File: src/rtl/adc_sif_pkg.sv
package adc_sif_pkg;

    localparam int ADDR_BITS = 6;

    // positions inside the synchronized input vector
    localparam int SIG_CS  = 2;
    localparam int SIG_SCK = 1;
    localparam int SIG_SDI = 0;

    typedef enum logic [1:0] {
        ST_CONV  = 2'd0,
        ST_SLEEP = 2'd1,
        ST_DATA  = 2'd2
    } sif_state_e;

    typedef struct packed {
        logic       single;
        logic       odd;
        logic [2:0] addr;
    } chan_sel_t;

    // first shifted bit ends up at the top
    typedef struct packed {
        logic      en;
        chan_sel_t sel;
    } addr_word_t;

    function automatic addr_word_t to_addr_word(input logic [ADDR_BITS-1:0] bits);
        return addr_word_t'(bits);
    endfunction

endpackage

File: src/rtl/adc_sif_sync.sv
module adc_sif_sync #(
    parameter int             W       = 3,
    parameter logic [W-1:0]   RST_VAL = '0
) (
    input  logic         clk,
    input  logic         rst,
    input  logic [W-1:0] din,
    output logic [W-1:0] dout
);

    for (genvar g = 0; g < W; g++) begin : g_bit
        logic meta_q;
        logic stab_q;
        always_ff @(posedge clk) begin
            if (rst) begin
                meta_q <= RST_VAL[g];
                stab_q <= RST_VAL[g];
            end else begin
                meta_q <= din[g];
                stab_q <= meta_q;
            end
        end
        assign dout[g] = stab_q;
    end

endmodule

File: src/rtl/adc_sif_conv_timer.sv
module adc_sif_conv_timer #(
    parameter int CONV_CYCLES = 4096
) (
    input  logic clk,
    input  logic rst,
    input  logic start,
    output logic done,
    output logic busy
);

    localparam int CW = (CONV_CYCLES > 2) ? $clog2(CONV_CYCLES) : 1;
    localparam logic [CW-1:0] LAST = CW'(CONV_CYCLES - 1);

    logic [CW-1:0] cnt_q;
    logic          busy_q;

    assign busy = busy_q;
    assign done = busy_q && (cnt_q == LAST);

    always_ff @(posedge clk) begin
        if (rst) begin
            busy_q <= 1'b1;
            cnt_q  <= '0;
        end else if (start) begin
            busy_q <= 1'b1;
            cnt_q  <= '0;
        end else if (done) begin
            busy_q <= 1'b0;
        end else if (busy_q) begin
            cnt_q <= cnt_q + 1'b1;
        end
    end

    AST_DONE_CLEARS_BUSY: assert property (@(posedge clk) disable iff (rst)
        (done && !start) |=> !busy_q) else $error("timer still busy after done");
    AST_CNT_IN_RANGE: assert property (@(posedge clk) disable iff (rst)
        busy_q |-> (cnt_q <= LAST)) else $error("timer count overran");

endmodule

File: src/rtl/adc_sif_shifter.sv
module adc_sif_shifter
    import adc_sif_pkg::*;
#(
    parameter int FRAME_W = 32,
    parameter int RES_W   = 30
) (
    input  logic                 clk,
    input  logic                 rst,
    input  logic                 load,
    input  logic [RES_W-1:0]     res,
    input  logic                 first_rise,
    input  logic                 rise_en,
    input  logic                 fall_en,
    input  logic                 sdi,
    output logic                 sdo_bit,
    output logic [ADDR_BITS-1:0] addr_bits,
    output logic                 addr_full,
    output logic                 at_last
);

    localparam int FCW = $clog2(FRAME_W + 1);
    localparam int RCW = $clog2(ADDR_BITS + 1);
    localparam int PAD = FRAME_W - RES_W;

    logic [FRAME_W-1:0]   frame_q;
    logic [FCW-1:0]       fall_cnt_q;
    logic [RCW-1:0]       rise_cnt_q;
    logic [ADDR_BITS-1:0] addr_q;

    assign sdo_bit   = frame_q[FRAME_W-1];
    assign addr_bits = addr_q;
    assign addr_full = (rise_cnt_q == RCW'(ADDR_BITS));
    assign at_last   = (fall_cnt_q == FCW'(FRAME_W - 1));

    always_ff @(posedge clk) begin
        if (rst) begin
            frame_q <= '0;
        end else if (load) begin
            frame_q <= {{PAD{1'b0}}, res};
        end else if (fall_en) begin
            frame_q <= {frame_q[FRAME_W-2:0], 1'b0};
        end
    end

    always_ff @(posedge clk) begin
        if (rst) begin
            fall_cnt_q <= '0;
            rise_cnt_q <= '0;
            addr_q     <= '0;
        end else if (first_rise) begin
            fall_cnt_q <= '0;
            rise_cnt_q <= RCW'(1);
            addr_q     <= {{(ADDR_BITS-1){1'b0}}, sdi};
        end else begin
            if (rise_en && (rise_cnt_q < RCW'(ADDR_BITS))) begin
                addr_q     <= {addr_q[ADDR_BITS-2:0], sdi};
                rise_cnt_q <= rise_cnt_q + 1'b1;
            end
            if (fall_en) begin
                fall_cnt_q <= fall_cnt_q + 1'b1;
            end
        end
    end

    AST_ADDR_CNT_MAX: assert property (@(posedge clk) disable iff (rst)
        rise_cnt_q <= RCW'(ADDR_BITS)) else $error("address counter past field");
    AST_NO_EXTRA_FALL: assert property (@(posedge clk) disable iff (rst)
        fall_en |-> (fall_cnt_q < FCW'(FRAME_W))) else $error("fall beyond frame");

endmodule

File: src/rtl/adc_sif_top.sv
module adc_sif_top
    import adc_sif_pkg::*;
#(
    parameter int FRAME_W     = 32,
    parameter int CONV_CYCLES = 4096,
    parameter int RES_W       = FRAME_W - 2
) (
    input  logic             clk,
    input  logic             rst,
    input  logic             cs_n,
    input  logic             sck,
    input  logic             sdi,
    input  logic [RES_W-1:0] res_word,
    output logic             sdo,
    output logic             sdo_oe,
    output logic             conv_start,
    output logic             ch_single,
    output logic             ch_odd,
    output logic [2:0]       ch_addr
);

    localparam logic [2:0] SYNC_RST = 3'b100;

    logic [2:0] lvl;
    logic       cs_lvl, sck_lvl, sdi_lvl;
    logic       cs_prev_q, sck_prev_q;
    logic       cs_fall, cs_rise, sck_rise, sck_fall;

    sif_state_e state_q, state_d;
    logic       ext_ok_q, mode_now;
    logic       start_now, load, first_rise, rise_en, fall_en;
    logic       tmr_done, tmr_busy;
    logic       sdo_bit, addr_full, at_last;
    logic [ADDR_BITS-1:0] addr_bits;
    addr_word_t addr_w;
    chan_sel_t  ch_q;
    logic       conv_start_q;

    adc_sif_sync #(.W(3), .RST_VAL(SYNC_RST)) u_sync (
        .clk  (clk),
        .rst  (rst),
        .din  ({cs_n, sck, sdi}),
        .dout (lvl)
    );

    assign cs_lvl  = lvl[SIG_CS];
    assign sck_lvl = lvl[SIG_SCK];
    assign sdi_lvl = lvl[SIG_SDI];

    always_ff @(posedge clk) begin
        if (rst) begin
            cs_prev_q  <= 1'b1;
            sck_prev_q <= 1'b0;
        end else begin
            cs_prev_q  <= cs_lvl;
            sck_prev_q <= sck_lvl;
        end
    end

    assign cs_fall  = !cs_lvl && cs_prev_q;
    assign cs_rise  = cs_lvl && !cs_prev_q;
    assign sck_rise = sck_lvl && !sck_prev_q;
    assign sck_fall = !sck_lvl && sck_prev_q;

    // clock mode is decided by the serial clock level at the select edge
    assign mode_now = cs_fall ? !sck_lvl : ext_ok_q;

    always_ff @(posedge clk) begin
        if (rst) begin
            ext_ok_q <= 1'b0;
        end else if (cs_fall) begin
            ext_ok_q <= !sck_lvl;
        end
    end

    adc_sif_conv_timer #(.CONV_CYCLES(CONV_CYCLES)) u_timer (
        .clk   (clk),
        .rst   (rst),
        .start (start_now),
        .done  (tmr_done),
        .busy  (tmr_busy)
    );

    adc_sif_shifter #(.FRAME_W(FRAME_W), .RES_W(RES_W)) u_shift (
        .clk        (clk),
        .rst        (rst),
        .load       (load),
        .res        (res_word),
        .first_rise (first_rise),
        .rise_en    (rise_en),
        .fall_en    (fall_en),
        .sdi        (sdi_lvl),
        .sdo_bit    (sdo_bit),
        .addr_bits  (addr_bits),
        .addr_full  (addr_full),
        .at_last    (at_last)
    );

    assign addr_w = to_addr_word(addr_bits);

    always_comb begin
        state_d    = state_q;
        start_now  = 1'b0;
        load       = 1'b0;
        first_rise = 1'b0;
        rise_en    = 1'b0;
        fall_en    = 1'b0;
        unique case (state_q)
            ST_CONV: begin
                if (tmr_done) begin
                    state_d = ST_SLEEP;
                    load    = 1'b1;
                end
            end
            ST_SLEEP: begin
                if (!cs_lvl && mode_now && sck_rise) begin
                    state_d    = ST_DATA;
                    first_rise = 1'b1;
                end
            end
            ST_DATA: begin
                if (cs_rise) begin
                    start_now = 1'b1;
                end else begin
                    rise_en = sck_rise;
                    fall_en = sck_fall;
                    if (sck_fall && at_last) begin
                        start_now = 1'b1;
                    end
                end
            end
            default: state_d = ST_CONV;
        endcase
        if (start_now) begin
            state_d = ST_CONV;
        end
    end

    always_ff @(posedge clk) begin
        if (rst) begin
            state_q      <= ST_CONV;
            conv_start_q <= 1'b0;
            ch_q         <= '0;
        end else begin
            state_q      <= state_d;
            conv_start_q <= start_now;
            if (start_now && addr_full && addr_w.en) begin
                ch_q <= addr_w.sel;
            end
        end
    end

    assign sdo        = (state_q == ST_DATA) ? sdo_bit : (state_q == ST_CONV);
    assign sdo_oe     = !cs_lvl;
    assign conv_start = conv_start_q;
    assign ch_single  = ch_q.single;
    assign ch_odd     = ch_q.odd;
    assign ch_addr    = ch_q.addr;

    AST_START_PULSE: assert property (@(posedge clk) disable iff (rst)
        conv_start_q |=> !conv_start_q) else $error("start pulse too long");
    AST_START_IN_CONV: assert property (@(posedge clk) disable iff (rst)
        conv_start_q |-> (state_q == ST_CONV && tmr_busy)) else $error("start without conversion");
    AST_CH_ONLY_AT_START: assert property (@(posedge clk) disable iff (rst)
        !$stable(ch_q) |-> conv_start_q) else $error("channel changed outside start");
    AST_DATA_ENTRY: assert property (@(posedge clk) disable iff (rst)
        (state_q == ST_DATA && $past(state_q) == ST_SLEEP) |-> ($past(sck_rise) && !$past(cs_lvl)))
        else $error("data phase entered without clock edge");
    AST_SLEEP_AFTER_DONE: assert property (@(posedge clk) disable iff (rst)
        ($past(state_q) == ST_CONV && $past(tmr_done)) |-> (state_q == ST_SLEEP))
        else $error("no sleep after conversion");

endmodule

File: config.mk
export PLATFORM = sky130hd
export DESIGN_NAME = adc_sif_top
export DESIGN_NICKNAME = d
export VERILOG_FILES = /design/src/rtl/adc_sif_pkg.sv /design/src/rtl/adc_sif_sync.sv /design/src/rtl/adc_sif_conv_timer.sv /design/src/rtl/adc_sif_shifter.sv /design/src/rtl/adc_sif_top.sv
export SDC_FILE = /design/constraint.sdc
export NUM_CORES = 1
export LEC_CHECK = 0
export ABC_CLOCK_PERIOD_IN_PS = 2140
export BUFFER_PORTS_ARGS = -buffer_cell sky130_fd_sc_hd__buf_2
export CAP_MARGIN = 20
export CORE_MARGIN = 2
export CORE_UTILIZATION = 56
export CTS_BUF_LIST = sky130_fd_sc_hd__clkbuf_16
export DETAILED_ROUTE_END_ITERATION = 10
export PLACE_DENSITY_LB_ADDON = 0.3
export RECOVER_POWER = 100
export SLEW_MARGIN = 20
export SYNTH_ARGS = -nofsm -noshare
export SYNTH_HDL_FRONTEND = slang
export SYNTH_SLANG_ARGS = --single-unit
File: constraint.sdc
create_clock -name clk -period 2.14 [get_ports clk]
set_clock_uncertainty 0.05 [all_clocks]
set_input_delay 0.642 -clock clk [delete_from_list [all_inputs] [get_ports clk]]
set_output_delay 0.642 -clock clk [all_outputs]
set_load 0.05 [all_outputs]
# == After elaboration in Yosys (flattened, before gate mapping) ==
# Cells that the tools add are included.
# word_totals
register_bits,77
input_bits,35
out_inout_bits,8
# classes
n_addsub,3
magnitude_cmp,1
eq_ne,7
n_mux,22
bitwise,2
reduce_logical,23
# ops
cell,n
$mux 30,2
$mux 1,17
$add 12x1->12 const B,1
$eq 12x12->1 const B,1
$logic_and 1x1->1,11
$add 6x1->6 const B,1
$eq 6x5->1 const B,1
$pmux 2 s3,1
$reduce_or 2->1,3
$logic_not 1->1,4
$mux 2,2
$ne 2x2->1 const B,2
$reduce_bool 2->1,2
$add 3x1->3 const B,1
$eq 3x3->1 const B,1
$lt 3x3->1 const B,1
$reduce_and 3->1,1
$eq 2x1->1 const B,1
$eq 2x2->1 const B,1
$logic_not 2->1,1
$not 1->1,2
$reduce_and 2->1,1

# == Longest topological paths before layout ==
# Gate-level depths: netlist of the first run.
# depth
word_depth,8
depth_mapped,7
depth_no_buf,5

# == Hierarchy ==
# Synthesis of the first run repeated with hierarchy kept, for this count alone.
# unflattened
hier_cells,353
hier_area_um2,3545.9
# modules_own_cells
mod,n_inst,cells_per_inst,area_per_inst_um2
adc_sif_shifter,1,205,2153.3
adc_sif_conv_timer,1,77,680.7
adc_sif_top,1,56,531.8
adc_sif_sync,1,15,180.2

# == Least setup slack after synthesis of the first run ==
# Ideal clock, no wire load.
# synth_path
path_kind,register to register
start,register u_timer.cnt_q[0]
end,register u_shift.frame_q[3]
setup_time_ps,131
arrival_ps,1668
t_required_ps,1959
setup_slack_ps,292
stages_incl_launch_ff,8
period_less_slack_ps,1848
cell_sequence,dfxtp_1 ha_1 nand4_4 or4_1 buf_2 buf_6 nand3_2 a21oi_2
# synth_via
elab_chain_len,5
word_cells_on_any_way,6
classes_between,1 x eq/ne; 3 x mux; 2 x reduce/logical
# synth_rtl
item,line_no,text
"start, declared",adc_sif_conv_timer.sv:14,logic [CW-1:0] cnt_q;
"start signal, assigned",adc_sif_conv_timer.sv:30,cnt_q <= cnt_q + 1'b1;
$eq 12x12->1 *,adc_sif_conv_timer.sv:18,assign done = busy_q && (cnt_q == LAST);
$logic_and 1x1->1 *,adc_sif_conv_timer.sv:18,
$mux 1 *,adc_sif_top.sv:110,if (tmr_done) begin
$mux 1 *,adc_sif_top.sv:108,unique case (state_q)
$mux 30 / $reduce_bool 2->1 (equally long branches),-,
"end signal, assigned",adc_sif_shifter.sv:39,"frame_q <= {{PAD{1'b0}}, res};"
"end signal, assigned",adc_sif_shifter.sv:41,"frame_q <= {frame_q[FRAME_W-2:0], 1'b0};"
"end, declared",adc_sif_shifter.sv:25,logic [FRAME_W-1:0] frame_q;
# Mark *: on every way between the ends. The rest lies on a longest branch, timed or not.
# A chain may end at the register's enable or synchronous reset.

# == Final worst setup path of the first run ==
# layout_path
start,register u_shift.fall_cnt_q[0]
end,register u_timer.cnt_q[0]
# layout_via
elab_chain_len,6
# layout_rtl
item,line_no,text
"start, declared",adc_sif_shifter.sv:26,logic [FCW-1:0] fall_cnt_q;
"start signal, assigned",adc_sif_shifter.sv:60,fall_cnt_q <= fall_cnt_q + 1'b1;
$eq 6x5->1,adc_sif_shifter.sv:33,assign at_last = (fall_cnt_q == FCW'(FRAME_W - 1));
$logic_and 1x1->1,adc_sif_top.sv:127,if (sck_fall && at_last) begin
$mux 1,adc_sif_top.sv:127,
$mux 1,adc_sif_top.sv:122,if (cs_rise) begin
$mux 1,adc_sif_top.sv:108,
$reduce_or 2->1 (no source line),-,
# No other way between the ends.

==> run_results.csv, run 1 <==
group,metric,value,unit
clocking,htree_levels,3,
yosys,synth.ff_latch_count,77,
yosys,synth_compound_area_share,17.1,%
yosys,synth_top_cell_by_area,"dfxtp_1",
yosys,synth_area,3420,um2
global_route,grt_pass1_vias,2679,
setup_path,r2r-end,"u_timer.cnt_q[0]$_SDFFE_PP0P_",
setup_path,crit_chain,"ha_1 > nand4bb_1 > o21a_1 > o21ai_0 > clkbuf_1 > o21ba_1",
clocking,cts_buffers,9,
pwr,p_seq_share,50.9,%
sta,holdWs,0.367,ns
detailed_routing,vias,2791,
min_path,min_from,"u_sync.g_bit[2].meta_q$_SDFF_PP1_",
global_route,grt.total_usage,22.1,%
pwr,swShare,21.5,%
setup_path,max_stage_delay,0.58,ns
setup_path,worstPathRequired,2.32,ns
sta,fmax,0.496,GHz
status,status,"complete, no violations",
clocking,cts_tree,"done",
detailed_routing,postRouteAntennaNets,0,
setup_path,cp-start-kind,"flop",
setup_path,crit_fanout,15,
setup_path,end_kind,"flop",
cells_and_area,layout_commonest_cell,"dfxtp_1",
die,die_area,6750,um2
global_route,grt_max_degree,34,
sta,timing.final.crit_share,94.2,%
yosys,yosysUniqueCellTypes,42,
die,ios,43,
yosys,syn_nets,410,
pwr,clkPwrFrac,46.1,%
setup_path,crit_slowest_cell,"clkbuf_1",
sta,hold_viol,0,
cells_and_area,fin_nets,448,
yosys,muxShareOfSynthArea,4.10,%
pwr,power_density,753,nW/um2
run,drv_cap,0,
clocking,clock_sinks,77,
sta,worst_slack,0.125,ns
detailed_routing,drt_iter0_markers,183,
clocking,insertion_delay,0.33,ns
cells_and_area,n_antenna_cell,0,
die,coreArea,5920,um2
setup_path,reg2reg_depth,6,
detailed_routing,wirelength,6770,um
placed_design,place_ws,0.166,ns
global_route,grt_overflow_total,0,
pwr,power.share.combinational,3.0,%
yosys,synth_top_family_by_area,"simple AND/OR/NAND/NOR gates",
global_route,grt_pass1_wl,11600,um
die,die_width,82.2,um
clocking,cts_buffer_depth,2,
setup_path,reg2reg_slack,0.13,ns
min_path,hp-class,"flop to flop",
cells_and_area,mostFrequentLayoutCells,"dfxtp_1, a21oi_1, nand3_1",
clocking,clkTransAtPathRegs,0.06,ns
pwr,p_sw,0.000614,W
yosys,synthTopCellsByArea,"dfxtp_1, nand3_2, a21oi_1, a22oi_1, mux2i_1",
pwr,p_int,0.00225,W
clocking,cts_resized,0,
sta,setup_viol,0,
die,die_h,82.2,um
detailed_routing,wl_per_cell,13.8,um
pwr,leakagePower,1.32,nW
setup_path,cp.arrival,2.19,ns
yosys,synth-seq-area-share,45.0,%
min_path,holdPathEnd,"u_sync.g_bit[2].stab_q$_SDFF_PP1_",
yosys,ys_warn_count,0,
setup_path,critPathKind,"flop to flop",
min_path,min_path_cells,1,
global_route,antenna_found_initial,0,
yosys,synthCells,371,
yosys,yosys.area_share.xor_xnor,1.02,%
clocking,cts_hold_buf,0,
clocking,root_buffer,"clkbuf_16",
sta,tightest_slew,0.731,ns
detailed_routing,drc,0,
setup_path,r2r_start,"u_shift.fall_cnt_q[0]$_SDFFE_PP0P_",
yosys,synthAdderAreaFrac,1.46,%
sta,fin_tns_setup,0,ns
cells_and_area,ff_latch_area,1540,um2
sta,slew_violations,0,
cells_and_area,areaGrowthSynthToFinish,11.1,%
cells_and_area,multi_input_area,1580,um2
sta,relSlewSlack,51.3,%
yosys,synth.avg_cell_area,9.22,um2
detailed_routing,firstDrtPassIters,4,
detailed_routing,via_per_inst,5.71,
placed_design,place_congestion,0.857,
placed_design,dp_hpwl,4440,um
die,initial_utilization,57.8,%
clocking,post-cts-setup-buffers,0,
cells_and_area,drive_above_1_share,16.7,%
yosys,synth_top_area_share,45.0,%
sta,period_minus_slack,2.01,ns
sta,rsz0062_at_grt,"no",
pwr,peakVddDrop,0.000513,V
yosys,synth_simple_gate_area_share,25.9,%
die,rows,28,
placed_design,numPortBuffers,42,
cells_and_area,fill_cells,500,
cell families (layout without fill, tap and decap cells):
family          Yosys count  in the layout
flops                    77             77
fa+ha+maj                 4              4
mux                      14             14
simple gates            140            140
xor+xnor                  4              4
compound gates           96             96
buf+inv                  36             79
routing by layer:
metal | vias up | track usage (%) | share of wire [%]
li1 | 1418 | - | -
met4 | 0 | 8.83 | 1.3
met5 | - | 0 | 0
met2 | 43 | 37.6 | 50
met3 | 6 | 5.00 | 3.5
met1 | 1324 | 27.1 | 45
how the worst max path moves through the flow:
stage                                                   from                          endpoint  slack (ns)  cells after the start
after CTS                      u_timer.cnt_q[0]$_SDFFE_PP0P_  u_shift.frame_q[19]$_SDFFE_PP0P_        0.14                      6
final                     u_shift.fall_cnt_q[0]$_SDFFE_PP0P_     u_timer.cnt_q[0]$_SDFFE_PP0P_        0.13                      6
after global placement         u_timer.cnt_q[0]$_SDFFE_PP0P_   u_shift.frame_q[2]$_SDFFE_PP0P_        0.22                      6
after floorplan                u_timer.cnt_q[0]$_SDFFE_PP0P_   u_shift.frame_q[3]$_SDFFE_PP0P_        0.29                      7
after detailed placement       u_timer.cnt_q[0]$_SDFFE_PP0P_   u_shift.frame_q[2]$_SDFFE_PP0P_        0.17                      6
after global routing                                     rst     u_timer.cnt_q[0]$_SDFFE_PP0P_        0.03                      5
power groups by stage:
stage	clock, W	combinational [W]	sequential, W
4_1_cts	0.00135	0.0000889	0.00146
5_1_grt	0.00140	0.0000956	0.00146
3_3_place_gp	0	0.0000876	0.00149
3_5_place_dp	0	0.0000883	0.00149
6_report	0.00132	0.0000857	0.00146
2_1_floorplan	0	0.0000464	0.00148
sequential cells by signal, indices dropped and copies added (netlist names):
signal and flops:
ch_addr 3, ch_odd 1, ch_single 1, conv_start 1, cs_prev_q 1, ext_ok_q 1
sck_prev_q 1, state_q 2, u_shift.addr_bits 6, u_shift.fall_cnt_q 6, u_shift.frame_q 32, u_shift.rise_cnt_q 3
u_sync.g_bit.meta_q 3, u_sync.g_bit.stab_q 3, u_timer.busy 1, u_timer.cnt_q 12
through the flow:
| step | instances | area, um2 | util, % | power [W] |
|---|---|---|---|---|
| after floorplan | 371 | 3420 | - | 0.00153 |
| after global placement | 473 | 3690 | 62.3 | 0.00157 |
| after detailed placement | 473 | 3690 | 62.3 | 0.00158 |
| after CTS | 489 | 3950 | 66.7 | 0.00289 |
| after global routing | 489 | 3800 | 64.2 | 0.00295 |
| final | 489 | 3800 | 64.2 | 0.00286 |
Yosys cell counts:
cell / n
o31ai_1: 3
clkbuf_1: 8
ha_1: 4
nor3b_1: 1
a21boi_0: 1
nand4_4: 1
inv_1: 9
nand4bb_1: 3
a31oi_1: 1
nand4_1: 8
nand3_1: 14
a22oi_1: 29
a21o_1: 1
a21oi_2: 2
xnor2_1: 3
o21ai_1: 1
nor3_1: 7
nor3_2: 1
and4_1: 1
and2b_1: 1
and3_1: 3
nand3_2: 29
nor4_1: 4
clkbuf_2: 1
o21ai_0: 6
nand2b_1: 1
dfxtp_1: 77
o21a_1: 1
buf_6: 4
o21ba_1: 1
or3_1: 5
xor2_1: 1
nand2_1: 31
nor2_1: 15
or4_1: 3
mux2i_1: 14
buf_2: 13
buf_1: 1
a21oi_1: 48
nor2b_1: 9
or2_2: 3
a211oi_1: 2
critical path: cells and delay by family (launching register included):
kind,cells,cell delay [ns]
compound gates,3,0.60
fa+ha+maj,1,0.19
buf+inv,1,0.58
flops,1,0.38
simple gates,1,0.11
cell type report:
class	count	area share [%]
flip-flops and latches	77	40.6
repair buffers	54	7.60
well taps	75	2.47
clock buffers	9	5.92
clock inverters	7	0.889
multi-input cells	258	41.7
inverters	9	0.889
Note: power is estimated with default switching activity, not from simulation.
==> run 2: changes to the inputs <==
- GPL_TIMING_DRIVEN: default -> 0
==> run_results.csv, run 2 (synthesis gave the netlist of run 1 again) <==
group,metric,value,unit
clocking,post-cts-setup-buffers,0,
die,coreArea,5920,um2
cells_and_area,top_regs,"u_shift.frame_q (32), u_timer.cnt_q (12)",
cells_and_area,largest_register,"u_shift.frame_q",
cells_and_area,multi_input_area,1710,um2
cells_and_area,ff_latch_area,1540,um2
setup_path,crit_chain,"ha_2 > nand4_4 > or4_1 > buf_2 > buf_6 > nand3_2 > a21oi_1",
global_route,grt_max_degree,13,
placed_design,place_congestion,0.809,
clocking,insertion_delay,0.33,ns
clocking,cts_buffer_depth,2,
clocking,cts_buffers,9,
sta,worst_slack,0.112,ns
global_route,antenna_found_initial,0,
cells_and_area,n_antenna_cell,0,
cells_and_area,mostFrequentLayoutCells,"dfxtp_1, buf_2, a21oi_1",
global_route,grt_overflow_total,0,
cells_and_area,fin_util,67.4,%
global_route,grt_pass1_wl,11600,um
clocking,root_buffer,"clkbuf_16",
setup_path,reg2reg_depth,7,
pwr,peakVddDrop,0.000543,V
die,die_area,6750,um2
clocking,cts_tree,"done",
status,status,"complete, no violations",
detailed_routing,drt_iter0_markers,120,
min_path,holdPathEnd,"u_sync.g_bit[2].stab_q$_SDFF_PP1_",
setup_path,cp-start-kind,"flop",
sta,period_minus_slack,2.03,ns
placed_design,place_ws,0.0450,ns
setup_path,r2r-end,"u_shift.frame_q[4]$_SDFFE_PP0P_",
clocking,htree_levels,3,
global_route,grt_pass1_vias,2634,
cells_and_area,instances_no_fill,504,
pwr,p_total,0.00287,W
cells_and_area,layout_commonest_cell,"dfxtp_1",
min_path,hp-class,"flop to flop",
sta,setup_viol,0,
sta,fmax,0.493,GHz
cells_and_area,fill_cells,488,
setup_path,end_kind,"flop",
sta,timing.final.crit_share,94.7,%
global_route,grt.total_usage,22.4,%
setup_path,cp.arrival,2.17,ns
detailed_routing,vias,2895,
sta,relSlewSlack,61.0,%
cells_and_area,drive_above_1_share,24.7,%
setup_path,worstPathRequired,2.28,ns
die,ios,43,
detailed_routing,wirelength,7120,um
clocking,clock_sinks,77,
die,die_width,82.2,um
detailed_routing,postRouteAntennaNets,0,
die,rows,28,
cells_and_area,largest_register_ffs,32,
detailed_routing,via_per_inst,5.74,
placed_design,numPortBuffers,42,
clocking,clkTransAtPathRegs,0.06,ns
die,initial_utilization,57.8,%
setup_path,max_stage_delay,0.49,ns
placed_design,dp_hpwl,4860,um
setup_path,crit_fanout,10,
cells_and_area,areaGrowthSynthToFinish,16.6,%
placed_design,post-place-cells,488,
sta,slew_violations,0,
run,drv_cap,0,
detailed_routing,firstDrtPassIters,4,
setup_path,crit_slowest_cell,"or4_1",
setup_path,reg2reg_slack,0.11,ns
min_path,min_from,"u_sync.g_bit[2].meta_q$_SDFF_PP1_",
pwr,leakagePower,1.39,nW
detailed_routing,drc,0,
cells_and_area,fin_nets,463,
die,die_h,82.2,um
min_path,min_path_cells,1,
pwr,power_density,719,nW/um2
setup_path,critPathKind,"flop to flop",
sta,hold_viol,0,
sta,tightest_slew,0.582,ns
setup_path,r2r_start,"u_timer.cnt_q[0]$_SDFFE_PP0P_",
detailed_routing,wl_per_cell,14.1,um
run 2: cell count changes in the layout (fill, tap and decap cells not counted), sizes merged:
cell / delta
buf: +12
clkbuf: +3
run 2: what timing repair did:
item / in CTS / in global routing
resized for setup: 0 / 3
hold buffers: 0 / 0
setup endpoints to repair: 0 / 29
run 2: worst max path at each step:
| stage | startpoint | to | slack (ns) | depth (start not counted) |
|---|---|---|---|---|
| 2_1_floorplan | u_timer.cnt_q[0]$_SDFFE_PP0P_ | u_shift.frame_q[3]$_SDFFE_PP0P_ | 0.29 | 7 |
| 3_3_place_gp | u_shift.fall_cnt_q[0]$_SDFFE_PP0P_ | u_timer.cnt_q[11]$_SDFFE_PP0P_ | 0.08 | 6 |
| 3_5_place_dp | u_shift.fall_cnt_q[0]$_SDFFE_PP0P_ | u_timer.cnt_q[7]$_SDFFE_PP0P_ | 0.05 | 6 |
| 4_1_cts | u_shift.fall_cnt_q[0]$_SDFFE_PP0P_ | u_timer.cnt_q[7]$_SDFFE_PP0P_ | 0.03 | 6 |
| 5_1_grt | u_timer.cnt_q[0]$_SDFFE_PP0P_ | u_shift.frame_q[24]$_SDFFE_PP0P_ | -0.002 | 7 |
| 6_report | u_timer.cnt_q[0]$_SDFFE_PP0P_ | u_shift.frame_q[4]$_SDFFE_PP0P_ | 0.11 | 7 |
run 2: cell type report:
type | count | area share [%]
multi-input combinational | 258 | 42.9
buffer | 27 | 3.70
inverter | 9 | 0.847
timing repair buffer | 42 | 5.11
clock inverter | 7 | 0.847
tap | 75 | 2.35
sequential | 77 | 38.6
clock buffer | 9 | 5.64
run 2: where the power goes:
group | internal, W | switching, W
sequential | 0.00145 | 0.00000785
clock | 0.000765 | 0.000554
combinational | 0.0000396 | 0.0000556
total | 0.00225 | 0.000618
run 2: worst max-delay path, delay by kind of cell, from the launching register on:
kind | cells | cell delay [ns]
compound gates | 1 | 0.08
fa+ha+maj | 1 | 0.28
buf+inv | 2 | 0.34
flops | 1 | 0.40
simple gates | 3 | 0.74
run 2: metrics by stage:
stage	cell area (um2)	setup TNS, ns	hold slack, ns
after global placement	3730	0	0.346
final	3990	0	0.355
after detailed placement	3730	0	0.344
after global routing	3990	-0.00240	0.378
after CTS	3990	0	0.357
after floorplan	3420	0	0.339
run 2: per-layer routing:
| layer | track usage [%] | vias up | part of all wire, % |
|---|---|---|---|
| li1 | - | 1447 | - |
| met1 | 27.0 | 1391 | 46 |
| met2 | 37.6 | 44 | 49 |
| met3 | 7.17 | 13 | 3.4 |
| met4 | 7.83 | 0 | 1.7 |
| met5 | 0 | - | 0 |
==> run 3: changes to the inputs <==
- CORE_MARGIN: 2 -> 5
==> run_results.csv, run 3 (synthesis gave the netlist of run 1 again) <==
group,metric,value,unit
sta,timing.final.crit_share,92.7,%
setup_path,critPathKind,"flop to flop",
clocking,post-cts-setup-buffers,0,
setup_path,crit_chain,"ha_2 > nand4_4 > or4_1 > buf_2 > buf_6 > nand3_1 > a21oi_1",
setup_path,cp.arrival,2.13,ns
setup_path,cp-start-kind,"flop",
global_route,grt_overflow_total,0,
run,drv_cap,0,
pwr,leakagePower,1.39,nW
placed_design,place_congestion,0.807,
cells_and_area,layout_commonest_cell,"dfxtp_1",
global_route,grt_pass1_wl,12300,um
die,die_width,88.2,um
placed_design,numPortBuffers,42,
setup_path,max_stage_delay,0.49,ns
detailed_routing,via_per_inst,5.68,
min_path,hp-class,"flop to flop",
clocking,cts_tree,"done",
cells_and_area,multi_input_area,1620,um2
sta,relSlewSlack,60.4,%
sta,period_minus_slack,1.98,ns
sta,fin_tns_setup,0,ns
cells_and_area,n_antenna_cell,0,
cells_and_area,drive_above_1_share,19.8,%
die,coreArea,5920,um2
global_route,grt.total_usage,19.9,%
clocking,htree_levels,3,
global_route,grt_max_degree,13,
sta,fmax,0.504,GHz
setup_path,crit_fanout,10,
die,ios,43,
sta,hold_viol,0,
setup_path,crit_buf_inv,2,
die,die_area,7770,um2
pwr,power_density,788,nW/um2
clocking,clkTransAtPathRegs,0.06,ns
cells_and_area,instances_no_fill,504,
detailed_routing,wl_per_cell,14.3,um
clocking,clock_sinks,77,
detailed_routing,postRouteAntennaNets,0,
detailed_routing,vias,2862,
sta,setup_viol,0,
setup_path,worstPathRequired,2.29,ns
cells_and_area,areaGrowthSynthToFinish,15.3,%
setup_path,crit_slowest_cell,"or4_1",
clocking,cts_buffers,9,
global_route,grt_pass1_vias,2784,
min_path,min_path_cells,1,
die,rows,28,
cells_and_area,largest_register,"u_shift.frame_q",
setup_path,cp.depth,7,
die,initial_utilization,57.8,%
status,status,"complete, no violations",
setup_path,critPathTopFamily,"simple AND/OR/NAND/NOR gates",
sta,rsz0062_at_grt,"no",
detailed_routing,drt_iter0_markers,175,
detailed_routing,firstDrtPassIters,4,
clocking,cts_buffer_depth,2,
cells_and_area,ff_latch_area,1540,um2
detailed_routing,drc,0,
die,die_h,88.2,um
cells_and_area,fill_cells,500,
detailed_routing,wirelength,7190,um
pwr,peakVddDrop,0.000485,V
pwr,p_total,0.00311,W
sta,tightest_slew,0.597,ns
global_route,antenna_found_initial,0,
cells_and_area,fin_nets,463,
clocking,insertion_delay,0.33,ns
cells_and_area,mostFrequentLayoutCells,"dfxtp_1, a21oi_1, buf_2",
placed_design,post-place-cells,488,
sta,slew_violations,0,
cells_and_area,top_regs,"u_shift.frame_q (32), u_timer.cnt_q (12)",
placed_design,dp_hpwl,4960,um
setup_path,reg2reg_depth,7,
clocking,cts_resized,0,
cells_and_area,largest_register_ffs,32,
clocking,root_buffer,"clkbuf_16",
clocking,cts_hold_buf,0,
setup_path,end_kind,"flop",
run 3: cell types whose count changed in the layout (fill, tap and decap cells not counted), sizes merged:
cell,previous run,this run
clkinvlp,1,0
buf,53,48
bufinv,0,2
clkbuf,25,30
clkinv,5,4
run 3: worst register-to-register path: stages, from the launching register on:
cell     delay (ns)
dfxtp_1        0.38
ha_2           0.26
nand4_4        0.18
or4_1          0.49
buf_2          0.17
buf_6          0.15
nand3_1        0.10
a21oi_1        0.07
run 3: stage by stage:
stage | util, % | cell area (um2) | hold WS (ns) | setup WS (ns)
after floorplan | - | 3420 | 0.339 | 0.292
after global placement | 62.9 | 3730 | 0.345 | 0.0978
after detailed placement | 62.9 | 3730 | 0.353 | 0.0750
after CTS | 68.1 | 4030 | 0.366 | 0.0456
after global routing | 66.6 | 3950 | 0.383 | 0.00309
final | 66.6 | 3950 | 0.367 | 0.156
run 3: path summary, 6_finish.rpt:
check	endpoint	slack [ns]	startpoint
min reg2reg	u_sync.g_bit[2].stab_q$_SDFF_PP1_	0.37	u_sync.g_bit[2].meta_q$_SDFF_PP1_
min	u_sync.g_bit[2].stab_q$_SDFF_PP1_	0.37	u_sync.g_bit[2].meta_q$_SDFF_PP1_
max reg2reg	u_shift.frame_q[6]$_SDFFE_PP0P_	0.16	u_timer.cnt_q[0]$_SDFFE_PP0P_
max	u_shift.frame_q[6]$_SDFFE_PP0P_	0.16	u_timer.cnt_q[0]$_SDFFE_PP0P_
run 3: area by class of cell:
cell class                      instances  area share [%]
Buffer                                 27            3.84
Clock buffer                            9            5.71
Clock inverter                          7            2.06
Inverter                                9           0.856
Multi-Input combinational cell        258            41.0
Sequential cell                        77            39.1
Tap cell                               75            2.38
Timing Repair Buffer                   42            5.07
run 3: per-layer routing:
metal | vias up | GRT usage [%] | share of wire, %
li1 | 1445 | - | -
met1 | 1357 | 25.1 | 45
met2 | 50 | 33.3 | 49
met3 | 10 | 4.05 | 4.1
met4 | 0 | 7.83 | 1.5
met5 | - | 0 | 0
run 3: power breakdown:
| group | internal (W) | switching [W] |
|---|---|---|
| sequential | 0.00145 | 0.00000758 |
| combinational | 0.0000394 | 0.0000550 |
| clock | 0.00100 | 0.000556 |
